===== config.mk =====
export PLATFORM = sky130hd
export DESIGN_NAME = ep_arm_ctrl
export DESIGN_NICKNAME = d
export VERILOG_FILES = /design/src/rtl/ep_arm_pkg.sv /design/src/rtl/ep_bus_decode.sv /design/src/rtl/ep_req_bank.sv /design/src/rtl/ep_primed_track.sv /design/src/rtl/ep_arm_ctrl.sv
export SDC_FILE = /design/constraint.sdc
export NUM_CORES = 1
export LEC_CHECK = 0
export BUFFER_PORTS_ARGS = -buffer_cell sky130_fd_sc_hd__buf_4
export CAP_MARGIN = 20
export CORE_MARGIN = 10
export CORE_UTILIZATION = 33
export CTS_BUF_LIST = sky130_fd_sc_hd__clkbuf_8
export CTS_CLUSTER_SIZE = 40
export DETAILED_ROUTE_END_ITERATION = 10
export PLACE_DENSITY_LB_ADDON = 0.25
export SYNTH_ARGS = -nofsm -noshare
export SYNTH_HDL_FRONTEND = slang
export SYNTH_SLANG_ARGS = --single-unit

===== constraint.sdc =====
create_clock -name clk -period 1.3 [get_ports clk]
set_input_delay 0.26 -clock clk [delete_from_list [all_inputs] [get_ports clk]]
set_output_delay 0.26 -clock clk [all_outputs]
set_load 0.02 [all_outputs]

===== src/rtl/ep_arm_pkg.sv =====
package ep_arm_pkg;
    localparam int REG_W  = 32;
    localparam int TX_LSB = 16;

    typedef enum logic [1:0] {
        SEL_NONE  = 2'd0,
        SEL_PRIME = 2'd1,
        SEL_FLUSH = 2'd2
    } reg_sel_e;
endpackage


===== src/rtl/ep_bus_decode.sv =====
module ep_bus_decode
    import ep_arm_pkg::*;
#(
    parameter int NUM_EP      = 4,
    parameter int ADDR_W      = 4,
    parameter int PRIME_WADDR = 0,
    parameter int FLUSH_WADDR = 1
) (
    input  logic                bus_en,
    input  logic                bus_we,
    input  logic [ADDR_W-1:0]   bus_addr,
    input  logic [REG_W-1:0]    bus_wdata,
    input  logic [2*NUM_EP-1:0] prime_bits,
    input  logic [2*NUM_EP-1:0] flush_bits,
    output logic [2*NUM_EP-1:0] prime_wset,
    output logic [2*NUM_EP-1:0] flush_wset,
    output logic [REG_W-1:0]    bus_rdata
);
    reg_sel_e sel;
    logic     wr_prime;
    logic     wr_flush;

    always_comb begin
        if (bus_addr == ADDR_W'(PRIME_WADDR))      sel = SEL_PRIME;
        else if (bus_addr == ADDR_W'(FLUSH_WADDR)) sel = SEL_FLUSH;
        else                                       sel = SEL_NONE;
    end

    assign wr_prime = bus_en && bus_we && (sel == SEL_PRIME);
    assign wr_flush = bus_en && bus_we && (sel == SEL_FLUSH);

    for (genvar n = 0; n < NUM_EP; n++) begin : g_map
        assign prime_wset[n]        = wr_prime & bus_wdata[n];
        assign prime_wset[NUM_EP+n] = wr_prime & bus_wdata[TX_LSB+n];
        assign flush_wset[n]        = wr_flush & bus_wdata[n];
        assign flush_wset[NUM_EP+n] = wr_flush & bus_wdata[TX_LSB+n];
    end

    always_comb begin
        logic [2*NUM_EP-1:0] src;
        bus_rdata = '0;
        case (sel)
            SEL_PRIME: src = prime_bits;
            SEL_FLUSH: src = flush_bits;
            default:   src = '0;
        endcase
        for (int n = 0; n < NUM_EP; n++) begin
            bus_rdata[n]        = src[n];
            bus_rdata[TX_LSB+n] = src[NUM_EP+n];
        end
    end
endmodule


===== src/rtl/ep_req_bank.sv =====
module ep_req_bank #(
    parameter int WIDTH = 8
) (
    input  logic             clk,
    input  logic             rst_n,
    input  logic [WIDTH-1:0] set_i,
    input  logic [WIDTH-1:0] clr_i,
    output logic [WIDTH-1:0] req_o
);
    typedef struct packed {
        logic [WIDTH-1:0] req;
    } bank_t;

    bank_t st_d, st_q;

    always_comb begin
        st_d     = st_q;
        st_d.req = (st_q.req & ~clr_i) | set_i;
    end

    always_ff @(posedge clk) begin
        if (!rst_n) st_q <= '0;
        else        st_q <= st_d;
    end

    assign req_o = st_q.req;
endmodule


===== src/rtl/ep_primed_track.sv =====
module ep_primed_track #(
    parameter int WIDTH = 8
) (
    input  logic             clk,
    input  logic             rst_n,
    input  logic [WIDTH-1:0] arm_done_i,
    input  logic [WIDTH-1:0] disarm_done_i,
    output logic [WIDTH-1:0] primed_o
);
    typedef struct packed {
        logic [WIDTH-1:0] armed;
    } track_t;

    track_t st_d, st_q;

    always_comb begin
        st_d       = st_q;
        st_d.armed = (st_q.armed | arm_done_i) & ~disarm_done_i;
    end

    always_ff @(posedge clk) begin
        if (!rst_n) st_q <= '0;
        else        st_q <= st_d;
    end

    assign primed_o = st_q.armed;
endmodule


===== src/rtl/ep_arm_ctrl.sv =====
module ep_arm_ctrl
    import ep_arm_pkg::*;
#(
    parameter int NUM_EP      = 4,
    parameter int ADDR_W      = 4,
    parameter int PRIME_WADDR = 0,
    parameter int FLUSH_WADDR = 1
) (
    input  logic                clk,
    input  logic                rst_n,
    input  logic                bus_en,
    input  logic                bus_we,
    input  logic [ADDR_W-1:0]   bus_addr,
    input  logic [REG_W-1:0]    bus_wdata,
    output logic [REG_W-1:0]    bus_rdata,
    input  logic [2*NUM_EP-1:0] reprime_set,
    output logic [2*NUM_EP-1:0] prime_req,
    input  logic [2*NUM_EP-1:0] prime_done,
    output logic [2*NUM_EP-1:0] flush_req,
    input  logic [2*NUM_EP-1:0] flush_done,
    input  logic [2*NUM_EP-1:0] pkt_active,
    output logic [2*NUM_EP-1:0] primed
);
    localparam int VEC_W = 2 * NUM_EP;

    logic [VEC_W-1:0] prime_wset;
    logic [VEC_W-1:0] flush_wset;
    logic [VEC_W-1:0] prime_bits;
    logic [VEC_W-1:0] flush_bits;

    ep_bus_decode #(
        .NUM_EP     (NUM_EP),
        .ADDR_W     (ADDR_W),
        .PRIME_WADDR(PRIME_WADDR),
        .FLUSH_WADDR(FLUSH_WADDR)
    ) i_decode (
        .bus_en    (bus_en),
        .bus_we    (bus_we),
        .bus_addr  (bus_addr),
        .bus_wdata (bus_wdata),
        .prime_bits(prime_bits),
        .flush_bits(flush_bits),
        .prime_wset(prime_wset),
        .flush_wset(flush_wset),
        .bus_rdata (bus_rdata)
    );

    ep_req_bank #(.WIDTH(VEC_W)) i_prime_bank (
        .clk  (clk),
        .rst_n(rst_n),
        .set_i(prime_wset | reprime_set),
        .clr_i(prime_done),
        .req_o(prime_bits)
    );

    ep_req_bank #(.WIDTH(VEC_W)) i_flush_bank (
        .clk  (clk),
        .rst_n(rst_n),
        .set_i(flush_wset),
        .clr_i(flush_done),
        .req_o(flush_bits)
    );

    ep_primed_track #(.WIDTH(VEC_W)) i_track (
        .clk          (clk),
        .rst_n        (rst_n),
        .arm_done_i   (prime_done),
        .disarm_done_i(flush_done),
        .primed_o     (primed)
    );

    assign prime_req = prime_bits;
    assign flush_req = flush_bits & ~pkt_active;
endmodule


==> flow_metrics.tcl, run 1 <==
set metrics [dict create \
    reg2reg_from "i_prime_bank.req_o[7]" \
    instances_no_fill 267 \
    rsz0062_at_grt "true" \
    dr.pass1.iters 4 \
    coreArea_um2 3633 \
    cts_max_path_buffers 2 \
    grt_usage 0.1183 \
    initial_core_util 0.3392 \
    synth.avg_cell_area_um2 9.408 \
    yosysTopAreaCellShare 0.3898 \
    antenna_cells 0 \
    drv_cap 0 \
    status "finished with violations" \
    fp.dieH_um 81.11 \
    tns_ns -0.6754 \
    worstPathArrival_ns 1.15 \
    cp_max_fo 5 \
    antenna_found_initial 0 \
    cts_inserted_buffers 3 \
    ys_dominant_reg_cell "dfxtp_1" \
    yosysTopAreaCell "dfxtp_1" \
    htree_levels 1 \
    peakVddDrop_v 0.0004191 \
    clock_latency_ns 0.26 \
    wire_per_inst_um 15.18 \
    grt_pass1_wl_um 6182 \
    setup_ws_ns -0.1090 \
    port_buffers 79 \
    place_congestion 0.7345 \
    route.vias.total 1204 \
    critPathRequiredTime_ns 1.04 \
    final_layout_size_suffix_gt1_frac 0.4429 \
    vias_per_cell 4.509 \
    reg2reg_slack_ns 0.50 \
    hp-class "primary input to flip-flop" \
    clock-sinks 24 \
    overflow 0 \
    ys_seq_area_frac 0.3898 \
    worstSetupEndpoint "bus_rdata[17]" \
    clock-skew-final_ns 0 \
    syn_to_final_growth_pct 59.49 \
    hpwlAfterDp_um 3427 \
    synth_edf_count 0 \
    cts.clk_slew.worst_paths_ns 0.09 \
    place_ws_ns -0.1368 \
    async_flop_share 0 \
    die_w_um 81.11 \
    violations "setup timing" \
    die_area_um2 6579 \
    drc 0 \
    hold_viol_final 0 \
    finalSetupViolCount 8 \
    postCtsHoldBufs 0 \
    grt_pass1_vias 1328 \
    cts_root_buf "clkbuf_8" \
    postRouteAntennaNets 0 \
    powerDensity_nw_per_um2 849.3 \
    netlist_area_um2 1232 \
    max_freq_mhz 709.7 \
    nFillCells 352 \
    ff2ff_path_depth 3 \
    ys_types 17 \
    rows 22 \
    end_kind "output port" \
    dp_cells 261 \
    final_util 0.5410 \
    syn_inst 131 \
    cts_tree "yes" \
    period_share 1.084 \
    yosys-top-cells-area "dfxtp_1, buf_4, nor2b_1" \
    ys_ff_latch 24 \
    slew_violations 0 \
    drt_iter0_markers 38 \
    grt_max_degree 21 \
    period_needed_ns 1.409 \
    r2r-end "i_prime_bank.req_o[7]" \
    crit_path_start "bus_addr[1]" \
    static-leakage-power_nw 1.062 \
    ios 128 \
    wl_um 4052 \
    nets 292 \
    ys.warnings.count 0 \
    whs_ns 0.2079 \
    worstSetupStartpointType "primary input" \
    critical_path_class "primary input to output port" \
]
critical path, cell delays in order:
cell    delay [ns]
buf_8         0.10
nor4_4        0.31
buf_4         0.19
a22o_1        0.16
buf_6         0.12
synth_stat cells, types with 4 or more instances:
| cell | n |
|---|---|
| a22o_1 | 8 |
| a32o_1 | 8 |
| buf_4 | 25 |
| clkbuf_1 | 4 |
| dfxtp_1 | 24 |
| inv_1 | 8 |
| nand2_1 | 8 |
| nand4_1 | 8 |
| nor2b_1 | 16 |
| o211a_1 | 8 |
| o21ai_0 | 8 |
cell usage in the layout, fill, tap and decap left out:
| master | count |
|---|---|
| inv_1 | 8 |
| nor4b_4 | 1 |
| dfxtp_1 | 24 |
| buf_4 | 78 |
| nor4_4 | 1 |
| buf_8 | 2 |
| clkbuf_8 | 4 |
| and4_1 | 1 |
| o21ai_0 | 8 |
| buf_6 | 11 |
| nand4_1 | 8 |
| a22o_1 | 8 |
| nand2_1 | 8 |
| conb_1 | 24 |
| nor2b_1 | 16 |
| a32o_1 | 8 |
| and2_1 | 1 |
| o211a_1 | 8 |
per-stage QoR:
stage	power [W]	instance area (um2)
after floorplan	0.001021	1321
after global placement	0.001165	1839
after detailed placement	0.001168	1839
after CTS	0.001689	1958
after global routing	0.001772	1966
final	0.001669	1966
flip-flops by register name, summed over array words and instances, names as in the netlist:
signal and flops:
i_track.primed_o 8, i_prime_bank.req_o 8, i_flush_bank.req_o 8
cell type report:
type	instances	area, um2	share of cell area
Clock buffer	4	55.05	0.02801
Tap cell	48	60.06	0.03055
Inverter	8	30.03	0.01528
Timing Repair Buffer	91	739.5	0.3762
Sequential cell	24	480.5	0.2444
Multi-Input combinational cell	92	600.6	0.3055
per-layer routing:
layer,track usage,vias to the layer above,share of wire
li1,-,594,-
met1,0.1359,550,0.39
met2,0.1935,58,0.48
met3,0.05298,2,0.12
met4,0.03633,0,0.0054
met5,0,-,0
worst min path at each step:
stage                        startpoint               endpoint  slack [ns]  cells past startpoint
CTS                        bus_wdata[0]  i_flush_bank.req_o[0]        0.20                      2
floorplan                  bus_wdata[0]  i_flush_bank.req_o[0]        0.39                      1
global placement    i_track.primed_o[5]    i_track.primed_o[5]        0.46                      1
global route              bus_wdata[16]  i_flush_bank.req_o[4]        0.21                      2
finish                     bus_wdata[2]  i_flush_bank.req_o[2]        0.21                      2
detailed placement  i_track.primed_o[7]    i_track.primed_o[7]        0.47                      1
cell families (layout without fill, tap and decap cells):
family          after synthesis  in the layout  synth area share
buf+inv                      38            103            0.1929
simple gates                 36             36            0.1949
compound gates               32             32            0.2193
flops                        24             24            0.3898
other cells                   1             24          0.003043
what timing repair did:
action                                  4_1_cts  5_1_grt
resized for setup                            13        2
buffers inserted                              2        0
pin swaps                                    10        3
endpoints found under the setup margin        8        8
power by group:
group	total, W	leakage, nW	switching (W)	internal (W)
clock	0.000506	0.0288	0.000236	0.000270
sequential	0.000784	0.197	0.0000196	0.000765
combinational	0.000379	0.836	0.000199	0.000180
total	0.00167	1.06	0.000454	0.00122
Power figures use the tool's default switching activity.
==> run 2: changes to the inputs <==
Settings changed: CORE_ASPECT_RATIO set to 1.1, CORE_UTILIZATION 33 to 36.
Clock period 1.3 ns to 1.5 ns, I/O delays scaled along.
==> flow_metrics.tcl, run 2 (same netlist as run 1, synthesis figures left out) <==
set metrics [dict create \
    finalSetupViolCount 5 \
    drv_cap 0 \
    peakVddDrop_v 0.0003863 \
    critPathRequiredTime_ns 1.20 \
    overflow 0 \
    drt_iter0_markers 15 \
    cts_root_buf "clkbuf_8" \
    postRouteAntennaNets 0 \
    dr.pass1.iters 5 \
    worstSetupPathDepth 5 \
    coreArea_um2 3331 \
    fp.dieH_um 81.37 \
    final_common_cell "buf_4" \
    max_stage_delay_ns 0.34 \
    cp_top_family "buffers and inverters" \
    antenna_cells 0 \
    cts_inserted_buffers 3 \
    cts_tree "yes" \
    dp_cells 259 \
    layout_common_cells "buf_4, conb_1, dfxtp_1, nor2b_1, buf_6" \
    wire_per_inst_um 15.78 \
    clock_latency_ns 0.26 \
    place_ws_ns -0.06995 \
    period_needed_ns 1.522 \
    period_share 1.015 \
    rsz0062_at_grt "true" \
    initial_core_util 0.3700 \
    crit_buf_inv 3 \
    worstSetupEndpoint "bus_rdata[19]" \
    port_buffers 79 \
    max_freq_mhz 657.0 \
    grt_pass1_vias 1313 \
    powerDensity_nw_per_um2 734.3 \
    die_w_um 75.79 \
    antenna_found_initial 0 \
    ios 128 \
    cp_max_fo 5 \
    hp-class "primary input to flip-flop" \
    r2r-end "i_prime_bank.req_o[3]" \
    reg2reg_from "i_prime_bank.req_o[3]" \
    nets 292 \
    status "finished with violations" \
    rows 22 \
    die_area_um2 6166 \
    instances_no_fill 267 \
    ff2ff_path_depth 3 \
    path_cells "buf_8 > nor4_4 > buf_4 > a22o_1 > buf_6" \
    place_congestion 0.6999 \
    worstPathArrival_ns 1.22 \
    final_util 0.5860 \
    cts_max_path_buffers 2 \
    drc 0 \
    slew_violations 0 \
    critical_path_class "primary input to output port" \
    grt_pass1_wl_um 6134 \
    violations "setup timing" \
    worstSetupStartpointType "primary input" \
    vias_per_cell 4.783 \
    reg2reg_slack_ns 0.65 \
    syn_to_final_growth_pct 58.38 \
    clock-skew-final_ns 0 \
    htree_levels 1 \
    wl_um 4212 \
    setup_ws_ns -0.02201 \
    postCtsHoldBufs 0 \
    hold_viol_final 0 \
    route.vias.total 1277 \
    clock-sinks 24 \
    cts.clk_slew.worst_paths_ns 0.08 \
    crit_path_start "bus_addr[2]" \
    grt_max_degree 19 \
    hpwlAfterDp_um 3437 \
    critPathSlowestCell "nor4_4" \
    final_layout_size_suffix_gt1_frac 0.4429 \
    end_kind "output port" \
    grt_usage 0.1276 \
    static-leakage-power_nw 1.058 \
]
run 2: changes by cell type in the layout (fill, tap and decap cells not counted):
cell and change:
buf_4 +1, buf_8 -1, buf_2 +1, buf_6 -1
run 2: metal layers:
| layer | GRT usage | share of wire | wire [um] | vias to the layer above |
|---|---|---|---|---|
| met1 | 0.1328 | 0.36 | 1508 | 593 |
| met2 | 0.2151 | 0.46 | 1950 | 87 |
| li1 | - | - | - | 593 |
| met4 | 0.04461 | 0.0090 | 38 | 0 |
| met5 | 0 | 0 | 0 | - |
| met3 | 0.06585 | 0.17 | 714 | 4 |
run 2: area by class of cell:
| class | count | area [um2] |
|---|---|---|
| Inverter | 8 | 30.03 |
| Clock buffer | 4 | 55.05 |
| Timing Repair Buffer | 91 | 725.7 |
| Tap cell | 48 | 60.06 |
| Fill cell | 298 | 1379 |
| Sequential cell | 24 | 480.5 |
| Multi-Input combinational cell | 92 | 600.6 |
run 2: power breakdown:
| group | internal [W] | leakage, nW | switching [W] |
|---|---|---|---|
| Combinational | 0.000152 | 0.832 | 0.000176 |
| Clock | 0.000234 | 0.0288 | 0.000193 |
| Sequential | 0.000663 | 0.197 | 0.0000167 |
| Total | 0.00105 | 1.06 | 0.000385 |
run 2: worst register-to-register path: stages (launching register included):
cell and delay, ns:
dfxtp_1 0.33, nor2b_1 0.13, o21ai_0 0.20, nand2_1 0.09
run 2: repair_timing:
action | CTS | global route
setup buffers | 3 | 0
gates resized for setup | 12 | 0
pin swaps | 9 | 0
gates cloned | 1 | 0
endpoints found under the setup margin | 8 | 8
run 2: how the worst min path moves through the flow:
stage	startpoint	endpoint	cells past startpoint
6_report	bus_wdata[3]	i_flush_bank.req_o[3]	2
5_1_grt	bus_wdata[2]	i_flush_bank.req_o[2]	2
4_1_cts	bus_wdata[3]	i_flush_bank.req_o[3]	2
3_5_place_dp	i_track.primed_o[7]	i_track.primed_o[7]	1
3_3_place_gp	i_track.primed_o[7]	i_track.primed_o[7]	1
2_1_floorplan	bus_wdata[0]	i_flush_bank.req_o[0]	1
run 2: per-stage QoR:
stage / area [um2] / setup TNS, ns / total power [W] / hold WS, ns
6_report: 1952 / -0.06936 / 0.001433 / 0.2567
3_5_place_dp: 1824 / -0.4087 / 0.001010 / 0.4730
3_3_place_gp: 1824 / -0.3048 / 0.001003 / 0.4649
2_1_floorplan: 1319 / 0 / 0.0008842 / 0.4258
5_1_grt: 1952 / -0.5086 / 0.001511 / 0.2465
4_1_cts: 1952 / -0.1749 / 0.001447 / 0.2522
